==> src/rtl/sfr_pkg.sv <==
package sfr_pkg;

    typedef enum logic [1:0] {
        ST_IDLE    = 2'd0,
        ST_PAYLOAD = 2'd1,
        ST_CLOSE   = 2'd2,
        ST_SKIP    = 2'd3
    } frm_state_e;

    typedef struct packed {
        logic       k;
        logic [7:0] val;
    } sym_t;

    localparam sym_t SYM_FILL       = '{k: 1'b0, val: 8'h00};
    localparam sym_t SYM_TXN_OPEN   = '{k: 1'b1, val: 8'hFB};
    localparam sym_t SYM_LINK_OPEN  = '{k: 1'b1, val: 8'h5C};
    localparam sym_t SYM_GOOD_CLOSE = '{k: 1'b1, val: 8'hFD};
    localparam sym_t SYM_BAD_CLOSE  = '{k: 1'b1, val: 8'hF7};
    localparam sym_t SYM_COMMA      = '{k: 1'b1, val: 8'hBC};
    localparam sym_t SYM_SKIP       = '{k: 1'b1, val: 8'h1C};

endpackage

==> src/rtl/sfr_code_sel.sv <==
module sfr_code_sel
    import sfr_pkg::*;
(
    input  logic is_link,
    input  logic is_bad,
    output sym_t open_sym,
    output sym_t close_sym
);

    // opening symbol follows packet class, closing symbol follows nullify
    assign open_sym  = is_link ? SYM_LINK_OPEN : SYM_TXN_OPEN;
    assign close_sym = is_bad  ? SYM_BAD_CLOSE : SYM_GOOD_CLOSE;

endmodule

==> src/rtl/sfr_skip_sched.sv <==
module sfr_skip_sched #(
    parameter int CNT_W    = 11,
    parameter int MIN_GAP  = 1180,
    parameter int LATE_GAP = 1538
) (
    input  logic             clk,
    input  logic             rst_n,
    input  logic [CNT_W-1:0] cfg_thr,
    input  logic             advance,
    input  logic             restart,
    input  logic             in_packet,
    output logic             pending,
    output logic             late,
    output logic [CNT_W-1:0] count
);

    localparam logic [CNT_W-1:0] MIN_L   = CNT_W'(MIN_GAP);
    localparam logic [CNT_W-1:0] LATE_L  = CNT_W'(LATE_GAP);
    localparam logic [CNT_W-1:0] CNT_TOP = '1;

    logic [CNT_W-1:0] cnt_q;
    logic [CNT_W-1:0] eff_thr;
    logic             late_q;

    assign eff_thr = (cfg_thr < MIN_L) ? MIN_L : cfg_thr;
    assign pending = (cnt_q >= eff_thr);
    assign late    = late_q;
    assign count   = cnt_q;

    always_ff @(posedge clk) begin
        if (!rst_n) begin
            cnt_q  <= '0;
            late_q <= 1'b0;
        end else begin
            if (restart) begin
                cnt_q <= '0;
            end else if (advance && (cnt_q != CNT_TOP)) begin
                cnt_q <= cnt_q + 1'b1;
            end
            late_q <= late_q | (in_packet && (cnt_q >= LATE_L));
        end
    end

endmodule

==> src/rtl/sym_framer.sv <==
module sym_framer
    import sfr_pkg::*;
#(
    parameter int CNT_W      = 11,
    parameter int MIN_GAP    = 1180,
    parameter int LATE_GAP   = 1538,
    parameter int SKP_REPEAT = 3
) (
    input  logic             clk,
    input  logic             rst_n,
    input  logic [CNT_W-1:0] cfg_skip_thr,
    input  logic             pkt_valid,
    output logic             pkt_ready,
    input  logic [7:0]       pkt_byte,
    input  logic             pkt_last,
    input  logic             pkt_link,
    input  logic             pkt_nullify,
    output logic             sym_valid,
    input  logic             sym_ready,
    output logic [7:0]       sym_value,
    output logic             sym_is_k,
    output logic             skip_late
);

    localparam int               IDX_W    = $clog2(SKP_REPEAT + 1);
    localparam logic [IDX_W-1:0] IDX_LAST = IDX_W'(SKP_REPEAT - 1);

    frm_state_e       state_q, state_d;
    logic [IDX_W-1:0] idx_q, idx_d;
    logic             null_q, null_d;
    logic             fire;
    logic             skip_due;
    logic             skip_restart;
    logic             in_packet;
    logic [CNT_W-1:0] skip_count;
    sym_t             cur_sym;
    sym_t             open_sym;
    sym_t             close_sym;

    sfr_code_sel u_code_sel (
        .is_link   (pkt_link),
        .is_bad    (null_q),
        .open_sym  (open_sym),
        .close_sym (close_sym)
    );

    sfr_skip_sched #(
        .CNT_W    (CNT_W),
        .MIN_GAP  (MIN_GAP),
        .LATE_GAP (LATE_GAP)
    ) u_skip_sched (
        .clk       (clk),
        .rst_n     (rst_n),
        .cfg_thr   (cfg_skip_thr),
        .advance   (fire),
        .restart   (skip_restart),
        .in_packet (in_packet),
        .pending   (skip_due),
        .late      (skip_late),
        .count     (skip_count)
    );

    assign fire         = sym_valid & sym_ready;
    assign skip_restart = fire && (state_q == ST_IDLE) && skip_due;
    assign in_packet    = (state_q == ST_PAYLOAD) || (state_q == ST_CLOSE);
    assign sym_value    = cur_sym.val;
    assign sym_is_k     = cur_sym.k;

    // output decode
    always_comb begin
        sym_valid = 1'b1;
        pkt_ready = 1'b0;
        cur_sym   = SYM_FILL;
        unique case (state_q)
            ST_IDLE: begin
                if (skip_due) begin
                    cur_sym = SYM_COMMA;
                end else if (pkt_valid) begin
                    cur_sym = open_sym;
                end
            end
            ST_PAYLOAD: begin
                sym_valid = pkt_valid;
                pkt_ready = sym_ready;
                cur_sym   = '{k: 1'b0, val: pkt_byte};
            end
            ST_CLOSE: cur_sym = close_sym;
            ST_SKIP:  cur_sym = SYM_SKIP;
            default:  cur_sym = SYM_FILL;
        endcase
    end

    // transitions
    always_comb begin
        state_d = state_q;
        idx_d   = idx_q;
        null_d  = null_q;
        unique case (state_q)
            ST_IDLE: begin
                if (fire) begin
                    if (skip_due) begin
                        state_d = ST_SKIP;
                        idx_d   = '0;
                    end else if (pkt_valid) begin
                        state_d = ST_PAYLOAD;
                    end
                end
            end
            ST_PAYLOAD: begin
                if (fire && pkt_last) begin
                    state_d = ST_CLOSE;
                    null_d  = pkt_nullify;
                end
            end
            ST_CLOSE: begin
                if (fire) begin
                    state_d = ST_IDLE;
                end
            end
            ST_SKIP: begin
                if (fire) begin
                    if (idx_q == IDX_LAST) begin
                        state_d = ST_IDLE;
                    end else begin
                        idx_d = idx_q + 1'b1;
                    end
                end
            end
            default: state_d = ST_IDLE;
        endcase
    end

    // state register
    always_ff @(posedge clk) begin
        if (!rst_n) begin
            state_q <= ST_IDLE;
            idx_q   <= '0;
            null_q  <= 1'b0;
        end else begin
            state_q <= state_d;
            idx_q   <= idx_d;
            null_q  <= null_d;
        end
    end

endmodule

==> config.mk <==
export PLATFORM = sky130hd
export DESIGN_NAME = sym_framer
export DESIGN_NICKNAME = d
export VERILOG_FILES = /design/src/rtl/sfr_pkg.sv /design/src/rtl/sfr_code_sel.sv /design/src/rtl/sfr_skip_sched.sv /design/src/rtl/sym_framer.sv
export SDC_FILE = /design/constraint.sdc
export NUM_CORES = 1
export LEC_CHECK = 0
export ABC_AREA = 1
export ABC_CLOCK_PERIOD_IN_PS = 2250
export BUFFER_PORTS_ARGS = -buffer_cell sky130_fd_sc_hd__buf_2
export CAP_MARGIN = 20
export CORE_MARGIN = 5
export CORE_UTILIZATION = 50
export CTS_CLUSTER_SIZE = 14
export DETAILED_ROUTE_END_ITERATION = 8
export HOLD_SLACK_MARGIN = 0.15
export PLACE_DENSITY_LB_ADDON = 0.3
export SETUP_SLACK_MARGIN = 0.05
export SKIP_LAST_GASP = 1
export SLEW_MARGIN = 20
export SYNTH_ARGS = -nofsm -noshare
export SYNTH_HDL_FRONTEND = slang
export SYNTH_HIERARCHICAL = 1
export SYNTH_SLANG_ARGS = --single-unit
==> constraint.sdc <==
create_clock -name clk -period 2.25 [get_ports clk]
set_clock_uncertainty 0.15 [all_clocks]
set_input_delay 0.1125 -clock clk [delete_from_list [all_inputs] [get_ports clk]]
set_output_delay 0.1125 -clock clk [all_outputs]
set_load 0.02 [all_outputs]
==> impl_metrics.ini <==
[status]
status = complete, but fails checks
violations = negative setup slack

[grt]
antenna_found_initial = 0
grt_pass1_wl_mm = 7.47
grt_max_degree = 12
grt_remaining_overflow = 0
grt_pass1_vias = 1811
track_usage_pct = 18.0

[setup_path]
slowest_stage = ha_1
path_cells = buf_2 > nor2_4 > nand3_2 > nor3_2 > nand2_1 > nand2_4 > inv_4 > nor2_2 > ha_1 > nand2_1 > nor2_2 > nand3_1 > o211ai_1 > inv_1 > nand3_2 > buf_6 > nand2_4 > inv_4 > a21oi_4 > nand4_1 > buf_6
critPathKind = in2out
r2r-start = u_skip_sched/count[10]
cpPeakStageDelay_ns = 0.25
cp.arrival_ns = 2.37
critPathMaxFanout = 5
crit_required_ns = 1.99
crit_path_start_kind = input port
setup.worst_path.end_class = output port
crit_start = cfg_skip_thr[5]

[synth]
netlist.area_leader.share_pct = 18.9
synth_largest_area_cell = dfxtp_1
ys_top_cells_by_area = dfxtp_1 (19%), nand2_1 (14%), ha_1 (13%)
synthMuxAreaShare_pct = 0
synth_seq_cells = 17
yosysWarnings = 6
syn_area_um2 = 1800
synth_cell_types = 31
yosys.area_share.simple_pct = 42.7
synth_edf_count = 0
synthAdderAreaFrac_pct = 13.2
synth_top_family_by_area = simple AND/OR/NAND/NOR gates
seq_area_frac_synth_pct = 18.9
synth_xor_area_share_pct = 1.46
synth_cells = 282
synth_compound_area_share_pct = 8.74
synthArstFlopShare_pct = 0
synthFlopType = dfxtp_1
syn_area_per_cell_um2 = 6.40

[power_and_ir_drop]
clock_power_share_pct = 12.3
power_density_nw_per_um2 = 589
total_power_mw = 1.41
intPower_mw = 0.718
switching_power_mw = 0.696
seqPwrFrac_pct = 24.7
p_leak_nw = 1.16
comb_power_share_pct = 63.0
peakVddDrop_mv = 0.328
switching_share_pct = 49.2

[route]
drt_iter0_markers = 96
drtAntennaViolNets = 0
vias = 2015
drc = 0
firstDrtPassIters = 4
wire_per_inst_um = 12.4
drt-vias-per-instance = 5.15
drt-total-wl_mm = 4.83

[timing]
fin_ws_ns = -0.386
hold-worst-slack_ns = 0.222
finalCritPeriodShare_pct = 117
hold_viol = 0
rsz0062_at_grt = yes
drv_slew = 0
fmax_mhz = 379
period_needed_ns = 2.64
setup_viol = 24

[floorplanning]
fp.dieArea_um2 = 4910
start_util_pct = 52.8
core_um2 = 3420
num_rows = 21
dieHeight_um = 70.1
die_w_um = 70.1
ios = 38

[hold_path]
hold_path_startpoint = pkt_valid
hold_class = in2reg

[clock_network]
insertion_delay_ns = 0.31
clkTransAtPathRegs_ns = 0.12
htreeDepth = 1
root_buffer = clkbuf_4
cts_tree = done
clock_sinks = 17
cts-buffers-inserted = 3
cts.path.max_buffers = 2

[place]
place_congestion = 0.809
port_buffers = 37
dp_hpwl_mm = 3.47

[run]
maxCapViolCount = 0

[final_layout]
drive_above_1_share_pct = 35.4
antenna_cells = 0
fin_nets = 391
final_util_pct = 70.3
regArea_um2 = 340
multi_input_area_um2 = 1380
syn_to_final_growth_pct = 33.1
fillers = 276
==> path summary, 6_finish.rpt <==
| kind | end | slack [ns] | cells after the start |
|---|---|---|---|
| max | sym_value[3] | -0.39 | 21 |
| min | state_q[0] | 0.22 | 6 |
| max reg2reg | u_skip_sched/count[0] | 0.06 | 15 |
| min reg2reg | idx_q[0] | 0.34 | 2 |
==> power groups by stage <==
stage / registers [mW] / logic [mW] / clock network, mW
after floorplan: 0.353 / 0.604 / 0
after CTS: 0.349 / 0.850 / 0.175
final: 0.349 / 0.891 / 0.174
after detailed placement: 0.356 / 0.797 / 0
after global routing: 0.353 / 0.985 / 0.201
after global placement: 0.355 / 0.783 / 0
==> registers in the layout, indices dropped and copies added, names as in the netlist <==
signal,count
u_skip_sched/count,11
u_skip_sched/late,1
state_q,2
idx_q,2
null_q,1
==> cells by family after synthesis <==
logic type	Yosys count
AOI/OAI and AO/OA	28
xor gates and xnor gates	3
adders and majority gates	19
buffers and inverters	50
DFF	17
other	2
and+or+nand+nor	163
==> Yosys cell counts (2+ instances only) <==
cell type and number:
nand4_1 13, nand2_2 7, nor2_4 4, nand2_4 2, xor2_1 2, a21oi_1 15, nor3_1 3, a22oi_1 2
nor2_1 41, o21ai_0 6, inv_2 3, inv_1 28, nand2_1 67, nor2_2 4, dfxtp_1 17, buf_4 17
nand3_1 17, a21oi_2 2, conb_1 2, ha_1 19
==> final cells by class <==
type / instances / area share, %
flip-flops and latches: 17 / 14.2
repair buffers: 67 / 19.5
inverters: 32 / 5.42
clock buffers: 3 / 0.938
well taps: 46 / 2.40
multi-input cells: 225 / 57.3
clock inverters: 1 / 0.208
==> what timing repair did <==
| action | 4_1_cts | 5_1_grt |
|---|---|---|
| endpoints found under the hold margin | 6 | 0 |
| hold buffers | 5 | 0 |
| resized for setup | 14 | 34 |
| pin swaps | 5 | 17 |
| setup buffers | 3 | 2 |
| endpoints found under the setup margin | 18 | 24 |
==> cell usage in the layout (no fill, tap or decap), types with 3 or more instances in the layout <==
cell	instances
nand2_1	63
nor2_1	31
buf_2	29
buf_4	26
inv_1	24
ha_1	17
dfxtp_1	17
nand3_1	15
nand4_1	13
nor2_2	12
conb_1	12
a21oi_1	10
nand2_2	9
buf_6	7
nor2_4	6
a21oi_2	6
dlygate4sd3_1	5
nand2_4	4
inv_4	4
inv_2	4
o21ai_0	4
nand3_2	3
clkbuf_4	3
==> through the flow <==
stage,TNS [ns],worst slack [ns],cells,cell area (um^2)
floorplan,0,0.0429,292,1860
global placement,-5.76,-0.326,377,2110
detailed placement,-7.23,-0.363,377,2110
CTS,-2.46,-0.267,389,2260
global route,-7.85,-0.523,391,2400
finish,-4.36,-0.386,391,2400
==> worst max-delay path: cells and delay by family <==
family / cells / cell delay, ns
AND/OR/NAND/NOR: 12 / 1.20
AO/OA/AOI/OAI: 2 / 0.22
buffers and inverters: 6 / 0.59
adder cells (fa/ha/maj): 1 / 0.25
==> per-layer routing <==
| layer | routed length [um] | global-route usage, % | up-vias |
|---|---|---|---|
| met3 | 255 | 5.02 | 8 |
| met5 | 0 | 0 | - |
| met2 | 2580 | 33.1 | 54 |
| met4 | 63 | 3.19 | 0 |
| li1 | - | - | 1012 |
| met1 | 1940 | 20.8 | 941 |
Power figures use the tool's default switching activity.
